[src/rtl/itp_pkg.sv]
package itp_pkg;
    localparam int DATA_W    = 32;
    localparam int ADDR_W    = 3;
    localparam int NCH       = 2;
    localparam int CH_STRIDE = 3;
    localparam int OFS_LIMIT = 0;
    localparam int OFS_COUNT = 1;
    localparam int OFS_KEEP  = 2;
    localparam logic [ADDR_W-1:0] ADDR_CTRL = 3'd6;
    localparam logic [ADDR_W-1:0] ADDR_CFG  = 3'd7;
endpackage

[src/rtl/itp_channel.sv]
module itp_channel #(
    parameter int FW = 21,
    parameter logic [FW-1:0] RST_LIM = '0
) (
    input  logic          clk,
    input  logic          rst_n,
    input  logic          tick,
    input  logic          wr_lim,
    input  logic          wr_keep,
    input  logic          rd_lim,
    input  logic [FW-1:0] wr_val,
    output logic [FW-1:0] cnt_o,
    output logic [FW-1:0] lim_o,
    output logic          flag_o
);
    typedef struct packed {
        logic [FW-1:0] cnt;
        logic [FW-1:0] lim;
        logic          flag;
    } chan_state_t;

    localparam logic [FW-1:0] ONE = FW'(1);

    chan_state_t s_d, s_q;
    logic [FW:0] inc_d;
    logic        active_d;
    logic        wrap_d;

    always_comb begin
        s_d      = s_q;
        active_d = (s_q.lim != '0);
        inc_d    = {1'b0, s_q.cnt} + {{FW{1'b0}}, 1'b1};
        wrap_d   = tick && active_d && (inc_d >= {1'b0, s_q.lim});
        if (wr_lim) begin
            s_d.cnt  = ONE;
            s_d.flag = 1'b0;
        end else begin
            if (tick && active_d)
                s_d.cnt = wrap_d ? ONE : inc_d[FW-1:0];
            if (wrap_d)
                s_d.flag = 1'b1;
            else if (rd_lim)
                s_d.flag = 1'b0;
        end
        if (wr_lim || wr_keep)
            s_d.lim = wr_val;
    end

    always_ff @(posedge clk) begin
        if (!rst_n) begin
            s_q.cnt  <= ONE;
            s_q.lim  <= RST_LIM;
            s_q.flag <= 1'b0;
        end else begin
            s_q <= s_d;
        end
    end

    assign cnt_o  = s_q.cnt;
    assign lim_o  = s_q.lim;
    assign flag_o = s_q.flag;

    // a zero limit freezes the count
    assert_zero_limit_holds_R8: assert property (@(posedge clk) disable iff (!rst_n)
        (s_q.lim == '0 && !wr_lim && !wr_keep) |=> $stable(s_q.cnt));
    // a zero limit never raises the flag
    assert_zero_limit_quiet_R8: assert property (@(posedge clk) disable iff (!rst_n)
        (s_q.lim == '0 && !s_q.flag && !wr_lim && !wr_keep) |=> !s_q.flag);
    // a normal limit write restarts the counter and drops the flag
    assert_limit_write_restart_R6: assert property (@(posedge clk) disable iff (!rst_n)
        wr_lim |=> (s_q.cnt == ONE && !s_q.flag && s_q.lim == $past(wr_val)));
    // a keep-count write without a tick leaves count and flag alone
    assert_keep_write_R7: assert property (@(posedge clk) disable iff (!rst_n)
        (wr_keep && !wr_lim && !tick) |=> ($stable(s_q.cnt) && $stable(s_q.flag)));
    // a wrap lands on 1 with the flag set
    assert_wrap_to_one_R3: assert property (@(posedge clk) disable iff (!rst_n)
        (tick && s_q.lim != '0 && s_q.cnt >= s_q.lim - ONE && !wr_lim) |=>
        (s_q.cnt == ONE && s_q.flag));
    // a limit read with no wrap clears the flag
    assert_read_clears_R5: assert property (@(posedge clk) disable iff (!rst_n)
        (rd_lim && !tick) |=> !s_q.flag);
    // the counter never shows zero
    always @(posedge clk) if (rst_n) assert_count_nonzero_R3: assert (s_q.cnt != '0);
endmodule

[src/rtl/itp_regbus.sv]
module itp_regbus
    import itp_pkg::*;
#(
    parameter int FW = 21
) (
    input  logic                    clk,
    input  logic                    rst_n,
    input  logic                    sel,
    input  logic                    wr,
    input  logic [ADDR_W-1:0]       addr,
    input  logic [DATA_W-1:0]       wdata,
    input  logic [NCH-1:0][FW-1:0]  ch_cnt,
    input  logic [NCH-1:0][FW-1:0]  ch_lim,
    input  logic [NCH-1:0]          ch_flag,
    output logic [NCH-1:0]          wr_lim,
    output logic [NCH-1:0]          wr_keep,
    output logic [NCH-1:0]          rd_lim,
    output logic [DATA_W-1:0]       rdata
);
    localparam int LSB = DATA_W - 1 - FW;

    typedef struct packed {
        logic [DATA_W-1:0] ctrl;
        logic [DATA_W-1:0] cfg;
    } misc_state_t;

    misc_state_t m_d, m_q;

    always_comb begin
        m_d     = m_q;
        wr_lim  = '0;
        wr_keep = '0;
        rd_lim  = '0;
        rdata   = '0;
        for (int ch = 0; ch < NCH; ch++) begin
            if (sel && addr == ADDR_W'(ch * CH_STRIDE + OFS_LIMIT)) begin
                wr_lim[ch] = wr;
                rd_lim[ch] = !wr;
                rdata      = {ch_flag[ch], ch_lim[ch], {LSB{1'b0}}};
            end
            if (sel && addr == ADDR_W'(ch * CH_STRIDE + OFS_KEEP))
                wr_keep[ch] = wr;
            if (sel && addr == ADDR_W'(ch * CH_STRIDE + OFS_COUNT))
                rdata = {ch_flag[ch], ch_cnt[ch], {LSB{1'b0}}};
        end
        if (sel && addr == ADDR_CTRL) begin
            rdata = m_q.ctrl;
            if (wr) m_d.ctrl = wdata;
        end
        if (sel && addr == ADDR_CFG) begin
            rdata = m_q.cfg;
            if (wr) m_d.cfg = wdata;
        end
        if (!sel || wr)
            rdata = '0;
    end

    always_ff @(posedge clk) begin
        if (!rst_n) m_q <= '0;
        else        m_q <= m_d;
    end

    // at most one channel strobe per access
    always_comb if (rst_n) assert_one_strobe_R9: assert ($onehot0({wr_lim, wr_keep, rd_lim}));
    // control word stores what was written
    assert_ctrl_store_R10: assert property (@(posedge clk) disable iff (!rst_n)
        (sel && wr && addr == ADDR_CTRL) |=> (m_q.ctrl == $past(wdata)));
    // config word changes only by a write to its address
    assert_cfg_stable_R10: assert property (@(posedge clk) disable iff (!rst_n)
        !(sel && wr && addr == ADDR_CFG) |=> $stable(m_q.cfg));
endmodule

[src/rtl/interval_timer_pair.sv]
module interval_timer_pair
    import itp_pkg::*;
#(
    parameter int FIELD_W = 21,
    parameter logic [FIELD_W-1:0] L14_RST_LIM = FIELD_W'(10000)
) (
    input  logic        clk,
    input  logic        rst_n,
    input  logic        tick_us,
    input  logic        bus_sel,
    input  logic        bus_wr,
    input  logic [2:0]  bus_addr,
    input  logic [31:0] bus_wdata,
    output logic [31:0] bus_rdata,
    output logic        irq_l10,
    output logic        irq_l14
);
    localparam int LSB = DATA_W - 1 - FIELD_W;

    logic [NCH-1:0][FIELD_W-1:0] ch_cnt;
    logic [NCH-1:0][FIELD_W-1:0] ch_lim;
    logic [NCH-1:0]              ch_flag;
    logic [NCH-1:0]              wr_lim;
    logic [NCH-1:0]              wr_keep;
    logic [NCH-1:0]              rd_lim;

    itp_regbus #(.FW(FIELD_W)) u_bus (
        .clk     (clk),
        .rst_n   (rst_n),
        .sel     (bus_sel),
        .wr      (bus_wr),
        .addr    (bus_addr),
        .wdata   (bus_wdata),
        .ch_cnt  (ch_cnt),
        .ch_lim  (ch_lim),
        .ch_flag (ch_flag),
        .wr_lim  (wr_lim),
        .wr_keep (wr_keep),
        .rd_lim  (rd_lim),
        .rdata   (bus_rdata)
    );

    for (genvar g = 0; g < NCH; g++) begin : g_ch
        localparam logic [FIELD_W-1:0] RL = (g == NCH - 1) ? L14_RST_LIM : '0;
        itp_channel #(.FW(FIELD_W), .RST_LIM(RL)) u_ch (
            .clk     (clk),
            .rst_n   (rst_n),
            .tick    (tick_us),
            .wr_lim  (wr_lim[g]),
            .wr_keep (wr_keep[g]),
            .rd_lim  (rd_lim[g]),
            .wr_val  (bus_wdata[DATA_W-2:LSB]),
            .cnt_o   (ch_cnt[g]),
            .lim_o   (ch_lim[g]),
            .flag_o  (ch_flag[g])
        );
    end

    assign irq_l10 = ch_flag[0];
    assign irq_l14 = ch_flag[NCH-1];

    // a limit write on one channel leaves the other channel's limit alone
    assert_lim_isolated_R9: assert property (@(posedge clk) disable iff (!rst_n)
        (wr_lim[0] && !wr_keep[1]) |=> $stable(ch_lim[1]));
endmodule

[config.mk]
export PLATFORM = sky130hd
export DESIGN_NAME = interval_timer_pair
export DESIGN_NICKNAME = d
export VERILOG_FILES = /design/src/rtl/itp_pkg.sv /design/src/rtl/itp_channel.sv /design/src/rtl/itp_regbus.sv /design/src/rtl/interval_timer_pair.sv
export SDC_FILE = /design/constraint.sdc
export NUM_CORES = 1
export LEC_CHECK = 0
export BUFFER_PORTS_ARGS = -buffer_cell sky130_fd_sc_hd__buf_2
export CAP_MARGIN = 20
export CORE_MARGIN = 5
export CORE_UTILIZATION = 40
export DETAILED_ROUTE_END_ITERATION = 8
export GPL_TIMING_DRIVEN = 1
export PLACE_DENSITY = 0.54
export SLEW_MARGIN = 40
export SYNTH_ARGS = -nofsm -noshare
export SYNTH_HDL_FRONTEND = slang
export SYNTH_SLANG_ARGS = --single-unit
[constraint.sdc]
create_clock -name clk -period 4.8 [get_ports clk]
set_clock_uncertainty 0.15 [all_clocks]
set_input_delay 0.96 -clock clk [delete_from_list [all_inputs] [get_ports clk]]
set_output_delay 0.96 -clock clk [all_outputs]
set_load 0.03 [all_outputs]
==> flow_metrics.py <==
metrics = {
    "grt": {
        "antenna_found_initial": 0,
        "grt.overflow.total": 0,
        "grt_pass1_vias": 8239,
        "track_usage": 0.231,
        "grt_max_degree": 105,
        "grt_pass1_wl_um": 48200,
    },
    "timing": {
        "tns_ps": 0,
        "fmax_mhz": 234,
        "setup_viol": 0,
        "max_slew_margin": 0.437,
        "finalHoldViolations": 0,
        "grt_setup_unrepaired": "no",
        "min_period_ps": 4280,
        "fin_ws_ps": 521,
        "finalCritPeriodShare": 0.891,
        "hold_slack_ps": 303,
        "worst_pin_slew_ps": 844,
        "drv_slew": 0,
    },
    "cts": {
        "clk_pin_slew_ps": 70,
        "cts-root-buf": "clkbuf_16",
        "clk_path_buf_depth": 2,
        "hold_buffers": 0,
        "cts.htree.levels": 4,
        "cts.repair.resized": 0,
        "cts_setup_buffers": 0,
        "cts_tree": "done",
        "cts_buffers": 17,
        "cts.sinks": 150,
        "clock_latency_ps": 440,
    },
    "min_path": {
        "hold_end": "u_bus.m_q[39]$_SDFFE_PN0P_",
        "min_from": "u_bus.m_q[39]$_SDFFE_PN0P_",
        "hold_class": "flip-flop to flip-flop",
        "hold_depth": 2,
    },
    "detailed_routing": {
        "vias": 8814,
        "ant_nets": 0,
        "drtIter0Drc": 806,
        "wl_per_cell_um": 19.3,
        "routed_wl_um": 30200,
        "dr.pass1.iters": 6,
        "viasPerCell": 5.65,
        "drc": 0,
    },
    "synth": {
        "synth_area_sq_mm": 0.00923,
        "async_flop_share": 0,
        "yosysTopAreaCellShare": 0.325,
        "synth_top_cells_by_area": "dfxtp_1, nand2_1, a21boi_0",
        "postSynthCellCount": 1247,
        "ys.flop_type": "dfxtp_1",
        "yosysWarningCount": 0,
        "synthTopCellsByCount": "nand2_1, dfxtp_1, a21boi_0, o21ai_0, a21oi_1",
        "synth_seq_cells": 150,
        "synth_edf_count": 0,
        "ys_types": 59,
        "synth_area_leader_cell": "dfxtp_1",
        "syn_nets": 1331,
        "yosysMostFrequentCell": "nand2_1",
        "synth_seq_area_share": 0.325,
        "syn_avg_cell_area_sq_um": 7.40,
    },
    "worst_setup_path": {
        "crit_slowest_cell": "nand3_1",
        "worstRegToRegCells": 12,
        "rr_endpoint": "g_ch[0].u_ch.cnt_o[0]$_SDFFE_PP1P_",
        "rrSetupSlack_ps": 920,
        "cp.arrival_ps": 3170,
        "critical_path.most_common_cell": "buf_2",
        "crit_path_start_kind": "input port",
        "crit_buf_inv": 3,
        "crit_type": "input port to output pin",
        "crit_fanout": 40,
        "required_ps": 3690,
        "cp_top_family": "simple AND/OR/NAND/NOR gates",
        "end_kind": "output pin",
        "rr_startpoint": "g_ch[0].u_ch.cnt_o[5]$_SDFFE_PP0P_",
        "crit_chain": "buf_2 -> inv_2 -> nor2_1 -> nand3_1 -> o21ai_0 -> a21oi_1 -> buf_2",
        "cp_slowest_stage_delay_ps": 540,
    },
    "power": {
        "power_per_cell_area_mw_per_mm2": 297,
        "leakagePower_nw": 3.75,
        "ir_drop_v": 0.000198,
    },
    "placement": {
        "gp_congestion": 0.898,
        "portBuffers": 73,
        "place_ws_ps": 552,
        "dp_hpwl_um": 21700,
    },
    "final_layout": {
        "multiInputGateArea_sq_mm": 0.00562,
        "drive_above_1_share": 0.118,
        "postLayoutCoreUtil": 0.456,
        "fillers": 2326,
        "num_antenna_cells": 0,
        "nets": 1346,
        "final-seq-area_sq_mm": 0.00300,
        "area_growth_pct": 12.3,
    },
    "floorplanning": {
        "die_y_um": 162,
        "boundaryPins": 74,
        "rows": 55,
        "core_area_sq_mm": 0.0227,
        "start_util": 0.406,
        "fp.dieArea_sq_mm": 0.0262,
        "die_w_um": 162,
    },
    "status": {
        "status": "finished clean",
    },
    "run": {
        "drv_cap": 0,
    },
}
-- worst max-delay path by stage --
| stage | to | from | cells past startpoint |
|---|---|---|---|
| 2_1_floorplan | bus_rdata[20] | bus_addr[0] | 7 |
| 3_3_place_gp | bus_rdata[27] | bus_addr[2] | 8 |
| 3_5_place_dp | bus_rdata[23] | bus_addr[2] | 7 |
| 4_1_cts | bus_rdata[23] | bus_addr[2] | 7 |
| 5_1_grt | bus_rdata[23] | bus_addr[2] | 7 |
| 6_report | bus_rdata[23] | bus_addr[2] | 7 |
-- flip-flops by register name (all words and copies together) (netlist names) --
register          cells
g_ch.u_ch.lim_o      42
u_bus.m_q            64
g_ch.u_ch.flag_o      2
g_ch.u_ch.cnt_o      42
-- per-layer routing --
layer  global-route usage  vias up  share of wire
li1                     -     4407              -
met1                0.336     4133           0.48
met2                0.357      244           0.45
met3               0.0370       30          0.053
met4               0.0561        0          0.016
met5                    0        -              0
-- power breakdown --
part | switching [W] | internal, W
Sequential | 0.0000244 | 0.00127
Combinational | 0.000253 | 0.000117
Clock | 0.000630 | 0.000792
Total | 0.000907 | 0.00218
-- final cells by class --
type                       count  share of cell area
clock buffer                  18              0.0414
clock inverter                14              0.0174
inverter                      54              0.0196
multi-input combinational    940               0.542
sequential                   150               0.290
tap                          285              0.0344
timing repair buffer          99              0.0552
-- through the flow --
| step | instance area [sq um] | instances | power [W] |
|---|---|---|---|
| floorplan | 9230 | 1247 | 0.00156 |
| global placement | 9720 | 1525 | 0.00168 |
| detailed placement | 9760 | 1528 | 0.00168 |
| CTS | 10400 | 1560 | 0.00310 |
| global route | 10400 | 1560 | 0.00320 |
| finish | 10400 | 1560 | 0.00308 |
-- tightest hold or removal path, delay by kind of cell (launching register included) --
| family | cells | cell delay, ps |
|---|---|---|
| AOI/OAI and AO/OA | 1 | 50 |
| DFF | 1 | 310 |
| and+or+nand+nor | 1 | 50 |
-- cells in the final DEF, fill, tap and decap left out, drive strengths merged, types with 2 or more instances in the layout --
master,n
mux2i,10
o31ai,2
a21o,6
o211a,4
a211o,17
nand3,30
and2,2
clkbuf,18
nor2,37
nor4,20
dfxtp,150
o2111ai,4
nor3b,9
clkinv,4
a21boi,101
nor3,17
buf,99
nand2b,2
or3,7
and4,3
or2,4
xnor2,18
bufinv,2
or4,4
nor2b,10
a31oi,12
nand2,282
ha,44
o21a,4
o211ai,39
o21ai,95
a41oi,2
and3,6
xor2,19
a21oi,80
inv,62
nand4,39
-- kinds of logic after synthesis --
family / after synthesis / share of synthesized area
flops: 150 / 0.325
fa+ha+maj: 44 / 0.0597
buf+inv: 157 / 0.0683
xor+xnor: 37 / 0.0351
compound gates: 375 / 0.263
simple gates: 474 / 0.237
mux: 10 / 0.0108
Note: power is estimated with default switching activity, not from simulation.
